### config.mk
export PLATFORM = sky130hd
export DESIGN_NAME = i2ct_front
export DESIGN_NICKNAME = d
export VERILOG_FILES = /design/src/rtl/i2ct_pkg.sv /design/src/rtl/i2ct_line_sync.sv /design/src/rtl/i2ct_reg_route.sv /design/src/rtl/i2ct_result_hold.sv /design/src/rtl/i2ct_front.sv
export SDC_FILE = /design/constraint.sdc
export NUM_CORES = 1
export LEC_CHECK = 0
export ABC_CLOCK_PERIOD_IN_PS = 4850
export BUFFER_PORTS_ARGS = -buffer_cell sky130_fd_sc_hd__buf_2
export CAP_MARGIN = 20
export CORE_ASPECT_RATIO = 2
export CORE_MARGIN = 1.5
export CORE_UTILIZATION = 61
export CTS_CLUSTER_DIAMETER = 120
export CTS_CLUSTER_SIZE = 30
export DETAILED_ROUTE_END_ITERATION = 6
export PLACE_DENSITY = 0.8
export SYNTH_ARGS = -nofsm -noshare
export SYNTH_HDL_FRONTEND = slang
export SYNTH_SLANG_ARGS = --single-unit
### constraint.sdc
create_clock -name clk -period 4.85 [get_ports clk]
set_clock_uncertainty 0.1 [all_clocks]
set_input_delay 0.2425 -clock clk [delete_from_list [all_inputs] [get_ports clk]]
set_output_delay 0.2425 -clock clk [all_outputs]
set_load 0.005 [all_outputs]
### src/rtl/i2ct_pkg.sv
package i2ct_pkg;

    localparam int BYTE_W = 8;
    localparam int PIN_W  = 3;
    localparam int CNT_W  = $clog2(BYTE_W);

    localparam logic [BYTE_W-PIN_W-2:0] FIXED_ADDR   = 4'b1001;
    localparam logic [BYTE_W-1:0]       RESULT_RESET = 8'h80;

    typedef enum logic [2:0] {
        ST_IDLE,
        ST_ADDR,
        ST_ADDR_ACK,
        ST_WR_BYTE,
        ST_WR_ACK,
        ST_RD_BYTE,
        ST_RD_ACK,
        ST_IGNORE
    } xfer_state_e;

    typedef struct packed {
        logic start;
        logic stop;
        logic rise;
        logic fall;
        logic sda;
    } bus_ev_t;

    // Address bits above the direction bit compared with fixed part and pins
    function automatic logic addr_hit(input logic [BYTE_W-2:0] a,
                                      input logic [PIN_W-1:0]  pins);
        return (a[BYTE_W-2:PIN_W] == FIXED_ADDR) && (a[PIN_W-1:0] == pins);
    endfunction

endpackage

### src/rtl/i2ct_line_sync.sv
module i2ct_line_sync
    import i2ct_pkg::*;
#(
    parameter int STAGES = 2
) (
    input  logic    clk,
    input  logic    rst,
    input  logic    scl_raw,
    input  logic    sda_raw,
    output bus_ev_t ev
);

    logic [STAGES-1:0] scl_q;
    logic [STAGES-1:0] sda_q;
    logic              scl_p;
    logic              sda_p;
    logic              scl_s;
    logic              sda_s;

    assign scl_s = scl_q[STAGES-1];
    assign sda_s = sda_q[STAGES-1];

    always_ff @(posedge clk) begin
        if (rst) begin
            scl_q <= '1;
            sda_q <= '1;
            scl_p <= 1'b1;
            sda_p <= 1'b1;
        end else begin
            scl_q <= {scl_q[STAGES-2:0], scl_raw};
            sda_q <= {sda_q[STAGES-2:0], sda_raw};
            scl_p <= scl_s;
            sda_p <= sda_s;
        end
    end

    always_comb begin
        ev.start = scl_s & scl_p & sda_p & ~sda_s;
        ev.stop  = scl_s & scl_p & ~sda_p & sda_s;
        ev.rise  = scl_s & ~scl_p;
        ev.fall  = ~scl_s & scl_p;
        ev.sda   = sda_s;
    end

endmodule

### src/rtl/i2ct_reg_route.sv
module i2ct_reg_route #(
    parameter int W = 8
) (
    input  logic         clk,
    input  logic         rst,
    input  logic         wr_valid,
    input  logic         wr_to_ctrl,
    input  logic [W-1:0] wr_data,
    output logic [W-1:0] ctrl_q,
    output logic [W-1:0] dac_q,
    output logic         dac_we
);

    always_ff @(posedge clk) begin
        if (rst) begin
            ctrl_q <= '0;
            dac_q  <= '0;
            dac_we <= 1'b0;
        end else begin
            dac_we <= 1'b0;
            if (wr_valid) begin
                if (wr_to_ctrl) begin
                    ctrl_q <= wr_data;
                end else begin
                    dac_q  <= wr_data;
                    dac_we <= 1'b1;
                end
            end
        end
    end

endmodule

### src/rtl/i2ct_result_hold.sv
module i2ct_result_hold #(
    parameter int           W         = 8,
    parameter logic [W-1:0] RESET_VAL = '0
) (
    input  logic         clk,
    input  logic         rst,
    input  logic         res_valid,
    input  logic [W-1:0] res_data,
    output logic [W-1:0] held
);

    always_ff @(posedge clk) begin
        if (rst) begin
            held <= RESET_VAL;
        end else if (res_valid) begin
            held <= res_data;
        end
    end

endmodule

### src/rtl/i2ct_front.sv
module i2ct_front
    import i2ct_pkg::*;
#(
    parameter int SYNC_STAGES = 2
) (
    input  logic              clk,
    input  logic              rst,
    input  logic              scl_i,
    input  logic              sda_i,
    input  logic [PIN_W-1:0]  addr_pins_i,
    input  logic              conv_done_i,
    input  logic [BYTE_W-1:0] conv_data_i,
    output logic              sda_oe_o,
    output logic [BYTE_W-1:0] ctrl_o,
    output logic [BYTE_W-1:0] dac_o,
    output logic              dac_we_o,
    output logic              conv_start_o
);

    localparam logic [CNT_W-1:0] LAST_BIT = CNT_W'(BYTE_W - 1);

    bus_ev_t           ev;
    xfer_state_e       state;
    logic [CNT_W-1:0]  bitcnt;
    logic [BYTE_W-1:0] shreg;
    logic [BYTE_W-1:0] sh_in;
    logic [BYTE_W-1:0] held;
    logic              rw;
    logic              ack_on;
    logic              first_wr;
    logic              mack;
    logic              sda_oe_q;
    logic              conv_q;
    logic              wr_valid;
    logic              wr_to_ctrl;
    logic [BYTE_W-1:0] wr_data;

    i2ct_line_sync #(.STAGES(SYNC_STAGES)) u_sync (
        .clk     (clk),
        .rst     (rst),
        .scl_raw (scl_i),
        .sda_raw (sda_i),
        .ev      (ev)
    );

    i2ct_result_hold #(.W(BYTE_W), .RESET_VAL(RESULT_RESET)) u_hold (
        .clk       (clk),
        .rst       (rst),
        .res_valid (conv_done_i),
        .res_data  (conv_data_i),
        .held      (held)
    );

    i2ct_reg_route #(.W(BYTE_W)) u_route (
        .clk        (clk),
        .rst        (rst),
        .wr_valid   (wr_valid),
        .wr_to_ctrl (wr_to_ctrl),
        .wr_data    (wr_data),
        .ctrl_q     (ctrl_o),
        .dac_q      (dac_o),
        .dac_we     (dac_we_o)
    );

    assign sh_in = {shreg[BYTE_W-2:0], ev.sda};

    always_ff @(posedge clk) begin
        if (rst) begin
            state      <= ST_IDLE;
            bitcnt     <= '0;
            shreg      <= '0;
            rw         <= 1'b0;
            ack_on     <= 1'b0;
            first_wr   <= 1'b1;
            mack       <= 1'b0;
            sda_oe_q   <= 1'b0;
            conv_q     <= 1'b0;
            wr_valid   <= 1'b0;
            wr_to_ctrl <= 1'b0;
            wr_data    <= '0;
        end else begin
            wr_valid <= 1'b0;
            conv_q   <= 1'b0;
            if (ev.start) begin
                state    <= ST_ADDR;
                bitcnt   <= '0;
                ack_on   <= 1'b0;
                sda_oe_q <= 1'b0;
                first_wr <= 1'b1;
            end else if (ev.stop) begin
                state    <= ST_IDLE;
                ack_on   <= 1'b0;
                sda_oe_q <= 1'b0;
            end else begin
                unique case (state)
                    ST_ADDR: begin
                        if (ev.rise) begin
                            shreg  <= sh_in;
                            bitcnt <= bitcnt + 1'b1;
                            if (bitcnt == LAST_BIT) begin
                                if (addr_hit(sh_in[BYTE_W-1:1], addr_pins_i)) begin
                                    rw    <= sh_in[0];
                                    state <= ST_ADDR_ACK;
                                end else begin
                                    state <= ST_IGNORE;
                                end
                            end
                        end
                    end
                    ST_ADDR_ACK, ST_WR_ACK: begin
                        if (ev.fall) begin
                            if (!ack_on) begin
                                ack_on   <= 1'b1;
                                sda_oe_q <= 1'b1;
                            end else begin
                                ack_on <= 1'b0;
                                bitcnt <= '0;
                                if (state == ST_ADDR_ACK && rw) begin
                                    shreg    <= held;
                                    sda_oe_q <= ~held[BYTE_W-1];
                                    conv_q   <= 1'b1;
                                    state    <= ST_RD_BYTE;
                                end else begin
                                    sda_oe_q <= 1'b0;
                                    state    <= ST_WR_BYTE;
                                end
                            end
                        end
                    end
                    ST_WR_BYTE: begin
                        if (ev.rise) begin
                            shreg  <= sh_in;
                            bitcnt <= bitcnt + 1'b1;
                            if (bitcnt == LAST_BIT) begin
                                wr_valid   <= 1'b1;
                                wr_to_ctrl <= first_wr;
                                wr_data    <= sh_in;
                                first_wr   <= 1'b0;
                                state      <= ST_WR_ACK;
                            end
                        end
                    end
                    ST_RD_BYTE: begin
                        if (ev.fall) begin
                            if (bitcnt == LAST_BIT) begin
                                sda_oe_q <= 1'b0;
                                state    <= ST_RD_ACK;
                            end else begin
                                shreg    <= {shreg[BYTE_W-2:0], 1'b0};
                                sda_oe_q <= ~shreg[BYTE_W-2];
                                bitcnt   <= bitcnt + 1'b1;
                            end
                        end
                    end
                    ST_RD_ACK: begin
                        if (ev.rise) begin
                            mack <= ~ev.sda;
                        end else if (ev.fall) begin
                            if (mack) begin
                                shreg    <= held;
                                sda_oe_q <= ~held[BYTE_W-1];
                                conv_q   <= 1'b1;
                                bitcnt   <= '0;
                                state    <= ST_RD_BYTE;
                            end else begin
                                state <= ST_IGNORE;
                            end
                        end
                    end
                    default: begin
                    end
                endcase
            end
        end
    end

    assign sda_oe_o     = sda_oe_q;
    assign conv_start_o = conv_q;

endmodule

==> flow_summary.json, run 1 <==
{
  "hold_path_class": "in -> reg",
  "io_pins": 35,
  "final_net_count": 337,
  "finalWirelength_um": 5480,
  "ys_ff_latch": 60,
  "ys_seq_area_frac": 0.460,
  "die_y_um": 95.5,
  "post-place-ws_ps": 2480,
  "htree_levels": 3,
  "met1_usage": 0.225,
  "timing.rr.end": "shreg[1]",
  "start_kind": "register",
  "crit_required_ps": 5000,
  "reg2regPathDepth": 5,
  "synth.net_count": 308,
  "status": "finished clean",
  "rrSetupSlack_ps": 2430,
  "clock_tree.buffer_depth": 2,
  "finalMaxSlewViolations": 0,
  "antenna_found_initial": 0,
  "use_met3": 0.0580,
  "cellPowerDensity_nw_per_um2": 325,
  "initial_core_util": 0.639,
  "globalplace.congestion": 0.918,
  "setup_viol": 0,
  "wl_per_cell_um": 14.6,
  "dieArea_um2": 4710,
  "period_minus_slack_ps": 2420,
  "async_flop_share": 0,
  "synth_cell_types": 41,
  "worst_slack_ps": 2430,
  "drtIter0Drc": 59,
  "core_um2": 4090,
  "vias_per_cell": 5.64,
  "fillers": 339,
  "p_leak_nw": 1.24,
  "critPathKind": "reg -> reg",
  "grt_pass1_vias": 1960,
  "grt_setup_unrepaired": "false",
  "yosys_most_used_dff": "dfxtp_1",
  "slew_headroom": 0.359,
  "vias": 2120,
  "ant_nets": 0,
  "diodes": 0,
  "syn2layout_area_growth_pct": 13.3,
  "gr-total-overflow": 0,
  "cts_buffers": 9,
  "instances_no_fill": 376,
  "synth-edff-count": 0,
  "use_met2": 0.474,
  "totalPowerFinal_w": 0.000961,
  "insertion_delay_ps": 350,
  "drc": 0,
  "dp_cells": 358,
  "cp-endpoint": "shreg[1]",
  "busiest_layer": "met2",
  "tightest_slew_ps": 958,
  "arrival_ps": 2570,
  "syn_area_per_cell_um2": 9.00,
  "design_area_um2": 2960,
  "synthCells": 290,
  "numClockSinks": 60,
  "drive_gt1_frac": 0.188,
  "worstPathMaxFanout": 24,
  "crit_path_start": "state[0]",
  "grt_max_degree": 50,
  "synth_area_um2": 2610,
  "hold_viol_final": 0,
  "vdd_drop_max_mv": 0.251,
  "mostFrequentLayoutCells": "60 x dfxtp_1, 35 x nand2_1, 34 x nor2_1, 34 x buf_2, 32 x a21oi_1",
  "tns_ps": 0,
  "die_x_um": 49.3,
  "cts-root-buf": "clkbuf_8",
  "cap_violations": 0,
  "postPlaceCellArea_um2": 2760,
  "yosys_warnings": 0,
  "final_common_cell": "dfxtp_1",
  "portBuffers": 34,
  "grt_usage": 0.249,
  "cts_tree": "done",
  "r2r-start": "state[0]",
  "drtPass1Iterations": 4,
  "finalCritPeriodShare": 0.499,
  "hold_depth": 3,
  "dp_hpwl_um": 3960,
  "fmax_mhz": 413,
  "end_kind": "register",
  "clk_pin_slew_ps": 70,
  "row_count": 33,
  "grt_pass1_wl_um": 8660
}
==> flip-flops by register name (all words and copies together), names as in the netlist, 2 cells and up <==
signal / count
u_route.dac_q: 8
u_route.ctrl_q: 8
shreg: 7
u_sync.scl_q: 2
wr_data: 8
bitcnt: 3
u_sync.sda_q: 2
u_hold.held: 8
state: 3
==> cells by family (layout without fill, tap and decap cells) <==
| family | count (synthesis) | in the layout | synth area share |
|---|---|---|---|
| buffers and inverters | 21 | 55 | 0.0379 |
| and+or+nand+nor | 114 | 114 | 0.206 |
| adders and majority gates | 2 | 2 | 0.00958 |
| DFF | 60 | 60 | 0.460 |
| muxes | 27 | 27 | 0.104 |
| xor gates and xnor gates | 6 | 6 | 0.0201 |
| AOI/OAI and AO/OA | 60 | 60 | 0.163 |
==> stage by stage <==
step	hold slack [ps]	utilization
5_1_grt	39.0	0.724
3_5_place_dp	293	0.675
6_report	14.1	0.724
3_3_place_gp	293	0.675
2_1_floorplan	246	-
4_1_cts	7.57	0.724
==> power breakdown <==
part / switching (W) / internal (W)
sequential: 0.00000935 / 0.000500
clock: 0.000188 / 0.000211
combinational: 0.0000300 / 0.0000221
total: 0.000228 / 0.000733
==> worst max-delay path, stage by stage, from the launching register on <==
cell	delay, ps
dfxtp_1	760
and2b_4	300
a22oi_2	120
a32oi_4	610
a21oi_1	140
a311oi_1	300
==> routing by layer <==
metal  wire length [µm]  share of wire
met1               1950           0.35
met5                  0              0
met3                183          0.033
met4                231          0.042
met2               3120           0.57
==> repair_timing <==
item	in CTS	in global routing
hold endpoints to repair	2	0
setup buffers	0	0
hold buffers	2	0
gates resized for setup	0	0
==> cell type report <==
| class | count | area, µm² | share of cell area |
|---|---|---|---|
| clock buffers | 12 | 155 | 0.0525 |
| clock inverters | 4 | 23.8 | 0.00804 |
| inverters | 3 | 11.3 | 0.00381 |
| multi-input cells | 209 | 1310 | 0.443 |
| flip-flops and latches | 60 | 1200 | 0.406 |
| well taps | 52 | 65.1 | 0.0220 |
| repair buffers | 36 | 190 | 0.0643 |
==> Yosys cell counts (4+ instances only) <==
cell       n  share of area
nor2b_1    5          0.012
nand3_1   12          0.023
dfxtp_1   60           0.46
nor2_1    34          0.049
a21oi_1   32          0.061
xnor2_1    6          0.020
nand2_1   35          0.050
o21ai_0    5         0.0096
nor3_1     4         0.0077
a311oi_1   4          0.013
clkbuf_1   8          0.012
buf_2      4         0.0077
a311oi_2   4          0.023
mux2i_1   26           0.10
or2_2      5          0.012
nand2b_1   7          0.017
==> worst min-delay path by stage <==
stage / from / endpoint
2_1_floorplan: scl_i / u_sync.scl_q[0]
3_3_place_gp: u_sync.sda_q[0] / u_sync.sda_q[1]
3_5_place_dp: u_sync.scl_q[0] / u_sync.scl_q[1]
4_1_cts: conv_data_i[7] / u_hold.held[7]
5_1_grt: conv_data_i[4] / u_hold.held[4]
6_report: conv_data_i[7] / u_hold.held[7]
Note: power is estimated with default switching activity, not from simulation.
==> run 2: changes to the inputs <==
Settings changed: ABC_CLOCK_PERIOD_IN_PS 4850 to 2500, CORE_UTILIZATION 61 to 56, PLACE_DENSITY 0.8 to 0.74.
Clock period 4.85 ns to 2.5 ns, I/O delays scaled along.
==> run 2 against run 1 <==
  * First-iteration DRC count up 22%
  * Fmax is 5.5% higher
  * Largest power group unchanged
  * Design area up 5.7%
  * Flip-flop and latch count is the same
  * Via count is 5.5% higher
  * Final cell count up 4.8%
  * Setup slack lost 2200 ps
==> flow_summary.json, run 2 (synthesized netlist as in run 1, its figures left out) <==
{
  "status": "finished clean",
  "tns_ps": 0,
  "vdd_drop_max_mv": 0.657,
  "cts_buffers": 9,
  "core_um2": 4550,
  "worst_slack_ps": 205,
  "final_net_count": 352,
  "fillers": 387,
  "drive_gt1_frac": 0.198,
  "clk_pin_slew_ps": 60,
  "die_x_um": 51.3,
  "syn2layout_area_growth_pct": 19.7,
  "crit_slowest_cell": "dfxtp_1",
  "crit_required_ps": 2640,
  "drtPass1Iterations": 4,
  "diodes": 0,
  "post-place-ws_ps": 236,
  "fmax_mhz": 436,
  "worstPathMaxFanout": 18,
  "grt_setup_unrepaired": "false",
  "finalCritPeriodShare": 0.918,
  "r2r-start": "state[2]",
  "grt_pass1_vias": 2158,
  "cellPowerDensity_nw_per_um2": 634,
  "vias": 2236,
  "hold_viol_final": 0,
  "portBuffers": 34,
  "post_cts_buffers": 0,
  "cap_violations": 0,
  "insertion_delay_ps": 330,
  "crit_chain": "and2_1, a22oi_2, a32oi_4, a21oi_1, a311oi_1",
  "critPathKind": "reg -> reg",
  "p_leak_nw": 1.31,
  "hold_ws_ps": 150,
  "clock_tree.buffer_depth": 2,
  "antenna_found_initial": 0,
  "grt_pass1_wl_um": 9950,
  "mostFrequentLayoutCells": "60 x dfxtp_1, 35 x nand2_1, 34 x buf_2, 33 x nor2_1, 32 x a21oi_1",
  "die_y_um": 99.6,
  "io_pins": 35,
  "finalMaxSlewViolations": 0,
  "grt_max_degree": 49,
  "drtIter0Drc": 72,
  "gr-total-overflow": 0,
  "setup_viol": 0,
  "dieArea_um2": 5110,
  "tightest_slew_ps": 818,
  "globalplace.congestion": 0.930,
  "holdCritStartpoint": "conv_done_i",
  "initial_core_util": 0.573,
  "grt_usage": 0.265,
  "end_kind": "register",
  "crit_path_start": "state[2]",
  "wl_per_cell_um": 15.4,
  "drc": 0,
  "finalWirelength_um": 6060,
  "slew_headroom": 0.449,
  "numClockSinks": 60,
  "period_minus_slack_ps": 2290,
  "row_count": 35,
  "ant_nets": 0,
  "final_common_cell": "dfxtp_1",
  "vias_per_cell": 5.68,
  "start_kind": "register",
  "cts_tree": "done",
  "cts-root-buf": "clkbuf_8",
  "htree_levels": 3,
  "hold_path_class": "in -> reg",
  "cp_slowest_stage_delay_ps": 690,
  "arrival_ps": 2430,
  "dp_hpwl_um": 4300
}
run 2: cell types whose count changed in the layout (fill, tap and decap cells not counted), sizes merged:
cell	delta
clkinv	-2
clkinvlp	+1
dlygate4sd3	+10
buf	+5
bufinv	+1
run 2: what timing repair did:
item | in CTS | in global routing
endpoints found under the hold margin | 11 | 0
resized for setup | 0 | 1
hold buffers | 12 | 0
setup endpoints to repair | 0 | 5
run 2: worst paths after layout:
path                     end  slack (ps)  depth (start not counted)
max                 shreg[1]         210                          5
min           u_hold.held[3]         150                          3
max reg2reg         shreg[1]         210                          5
min reg2reg  u_sync.scl_q[1]         300                          1
run 2: through the flow:
| step | power, W | cells | utilization | area (µm²) |
|---|---|---|---|---|
| CTS | 0.00200 | 394 | 0.686 | 3120 |
| detailed placement | 0.00111 | 366 | 0.615 | 2800 |
| finish | 0.00198 | 394 | 0.686 | 3130 |
| global placement | 0.00111 | 366 | 0.615 | 2800 |
| floorplan | 0.00108 | 290 | - | 2610 |
| global route | 0.00206 | 394 | 0.686 | 3130 |
run 2: metal layers:
layer  wire length (µm)  GRT usage
met5                  0          0
met4                224      0.148
met3                216     0.0811
met2               3500      0.501
met1               2120      0.234
run 2: final cells by class:
class | instances | area [µm²] | area share
flip-flops and latches | 60 | 1200 | 0.384
repair buffers | 51 | 328 | 0.105
well taps | 55 | 68.8 | 0.0220
inverters | 3 | 11.3 | 0.00360
clock buffers | 12 | 155 | 0.0496
multi-input cells | 209 | 1310 | 0.420
clock inverters | 4 | 47.5 | 0.0152
run 2: critical path: cells and delay by family (launching register included):
family	cells	cell delay, ps
AND/OR/NAND/NOR	1	300
flip-flops	1	690
AO/OA/AOI/OAI	4	1090
run 2: where the power goes:
part	internal, W	switching (W)	leakage, nW
Combinational	0.0000562	0.0000683	0.722
Clock	0.000511	0.000361	0.102
Sequential	0.000970	0.0000141	0.486
==> run 3: changes to the inputs <==
Settings changed: ABC_CLOCK_PERIOD_IN_PS 2500 to 1900, CORE_UTILIZATION 56 to 51, PLACE_DENSITY 0.74 to 0.71.
Clock period 2.5 ns to 1.9 ns, I/O delays scaled along.
==> run 3 against run 2 <==
  * Design area rose by 9.7%
  * Flip-flop and latch count unchanged
  * Setup slack lost 200 ps
  * Core utilization rose by 1.2 points
  * Critical path type unchanged
==> flow_summary.json, run 3 (synthesized netlist as in run 1, its figures left out) <==
{
  "dieArea_um2": 5580,
  "drtPass1Iterations": 4,
  "met3_length_um": 180,
  "die_y_um": 104,
  "p_leak_nw": 1.46,
  "vdd_drop_max_mv": 0.912,
  "intPower_w": 0.00214,
  "cap_violations": 0,
  "status": "finished clean",
  "worstPathMaxFanout": 7,
  "drive_gt1_frac": 0.290,
  "tightest_slew_ps": 505,
  "fin_util": 0.699,
  "finalWirelength_um": 6320,
  "end_kind": "register",
  "dp_hpwl_um": 4260,
  "globalplace.congestion": 0.909,
  "diodes": 0,
  "io_pins": 35,
  "grt_setup_unrepaired": "true",
  "mostFrequentLayoutCells": "56 x dfxtp_1, 35 x nand2_1, 34 x buf_2, 33 x nor2_1, 29 x a21oi_1",
  "crit_required_ps": 2050,
  "drc": 0,
  "route.layer.met1.wl_um": 2320,
  "vias_per_cell": 5.54,
  "clk_pin_slew_ps": 70,
  "cp_top_family": "compound AO/OA/AOI/OAI gates",
  "insertion_delay_ps": 330,
  "clockPowerShare": 0.467,
  "drtIter0Drc": 59,
  "cellPowerDensity_nw_per_um2": 807,
  "grt_pass1_vias": 2223,
  "switching_share": 0.228,
  "htree_levels": 3,
  "numClockSinks": 60,
  "dr_wl_met2_um": 3520,
  "highest_layer": "met4",
  "seqPwrFrac": 0.467,
  "ant_nets": 0,
  "fillers": 379,
  "cts_tree": "done",
  "slew_headroom": 0.663,
  "final_net_count": 375,
  "hold_viol_final": 0,
  "crit_slowest_cell": "dfxtp_2",
  "core_um2": 4910,
  "instances_no_fill": 419,
  "initial_core_util": 0.532,
  "vias": 2320,
  "grt_usage": 0.243,
  "wl_per_cell_um": 15.1,
  "final_common_cell": "dfxtp_1",
  "die_x_um": 53.6,
  "arrival_ps": 2040,
  "tns_ps": 0,
  "hold_path_class": "in -> reg",
  "setup_viol": 0,
  "cp_slowest_stage_delay_ps": 350,
  "period_minus_slack_ps": 1890,
  "critPathKind": "reg -> reg",
  "clock_tree.buffer_depth": 2,
  "cts_buffers": 9,
  "start_kind": "register",
  "grt_max_degree": 49,
  "multi_input_area_um2": 1380,
  "finalCritPeriodShare": 0.997,
  "hold_ws_ps": 98.3,
  "row_count": 36,
  "syn2layout_area_growth_pct": 31.3,
  "cts-root-buf": "clkbuf_8",
  "finalMaxSlewViolations": 0,
  "combinationalPowerShare": 0.066,
  "dp_cells": 386,
  "regArea_um2": 1210,
  "power.switching_w": 0.000630,
  "antenna_found_initial": 0,
  "fmax_mhz": 528,
  "grt_pass1_wl_um": 9920,
  "cpMostUsedCell": "ha_4",
  "gr-total-overflow": 0,
  "crit_chain": "ha_4, ha_4, a22o_1, a32oi_4, clkbuf_16, a21oi_1, a311oi_1",
  "worst-path-buf-inv": 1,
  "portBuffers": 34
}
run 3: cell count changes in the layout (fill, tap and decap cells not counted), moves of 2 or more:
cell     before  now
buf_4         5   25
dfxtp_1      60   56
dfxtp_2       0    4
a21oi_1      32   29
a21oi_2       0    3
ha_1          2    0
ha_4          0    2
run 3: timing repair:
item	CTS	global route
pin swaps	0	8
gates resized for setup	1	18
hold buffers	12	0
hold endpoints to repair	11	0
gates cloned	0	1
endpoints found under the setup margin	7	11
buffers inserted	4	0
run 3: final cells by class:
type,count,share of cell area
repair buffers,74,0.156
multi-input cells,209,0.403
flip-flops and latches,60,0.352
inverters,3,0.00328
clock inverters,6,0.0252
well taps,57,0.0208
clock buffers,10,0.0401
run 3: power groups by stage:
stage | clock [W] | combinational (W) | sequential (W)
floorplan | 0 | 0.000104 | 0.00131
global placement | 0 | 0.000151 | 0.00132
detailed placement | 0 | 0.000154 | 0.00132
CTS | 0.00130 | 0.000175 | 0.00129
global route | 0.00137 | 0.000196 | 0.00129
finish | 0.00129 | 0.000183 | 0.00129
run 3: metrics by stage:
| step | setup WS (ps) | area [µm²] | total power, W |
|---|---|---|---|
| after floorplan | 31.7 | 2610 | 0.00142 |
| after detailed placement | -132 | 2950 | 0.00147 |
| after global placement | -20.1 | 2950 | 0.00147 |
| after global routing | -19.7 | 3430 | 0.00286 |
| final | 6.54 | 3430 | 0.00277 |
| after CTS | 22.0 | 3330 | 0.00276 |
run 3: routing by layer:
layer	GRT usage	vias to the layer above
met5	0	-
met4	0.159	0
met3	0.0532	22
met2	0.420	60
met1	0.241	1091
li1	-	1147
run 3: tightest hold or removal path, stage by stage:
cell and delay (ps):
buf_2 190, mux2i_1 140, nor2_1 70
run 3: worst paths after layout:
| kind | startpoint | to | slack [ps] | cells after the start |
|---|---|---|---|---|
| hold / removal | conv_done_i | u_hold.held[3] | 100 | 3 |
| hold reg to reg | u_sync.scl_q[0] | u_sync.scl_q[1] | 320 | 1 |
| setup reg to reg | bitcnt[1] | shreg[0] | 7 | 7 |
| setup / recovery | bitcnt[1] | shreg[0] | 7 | 7 |
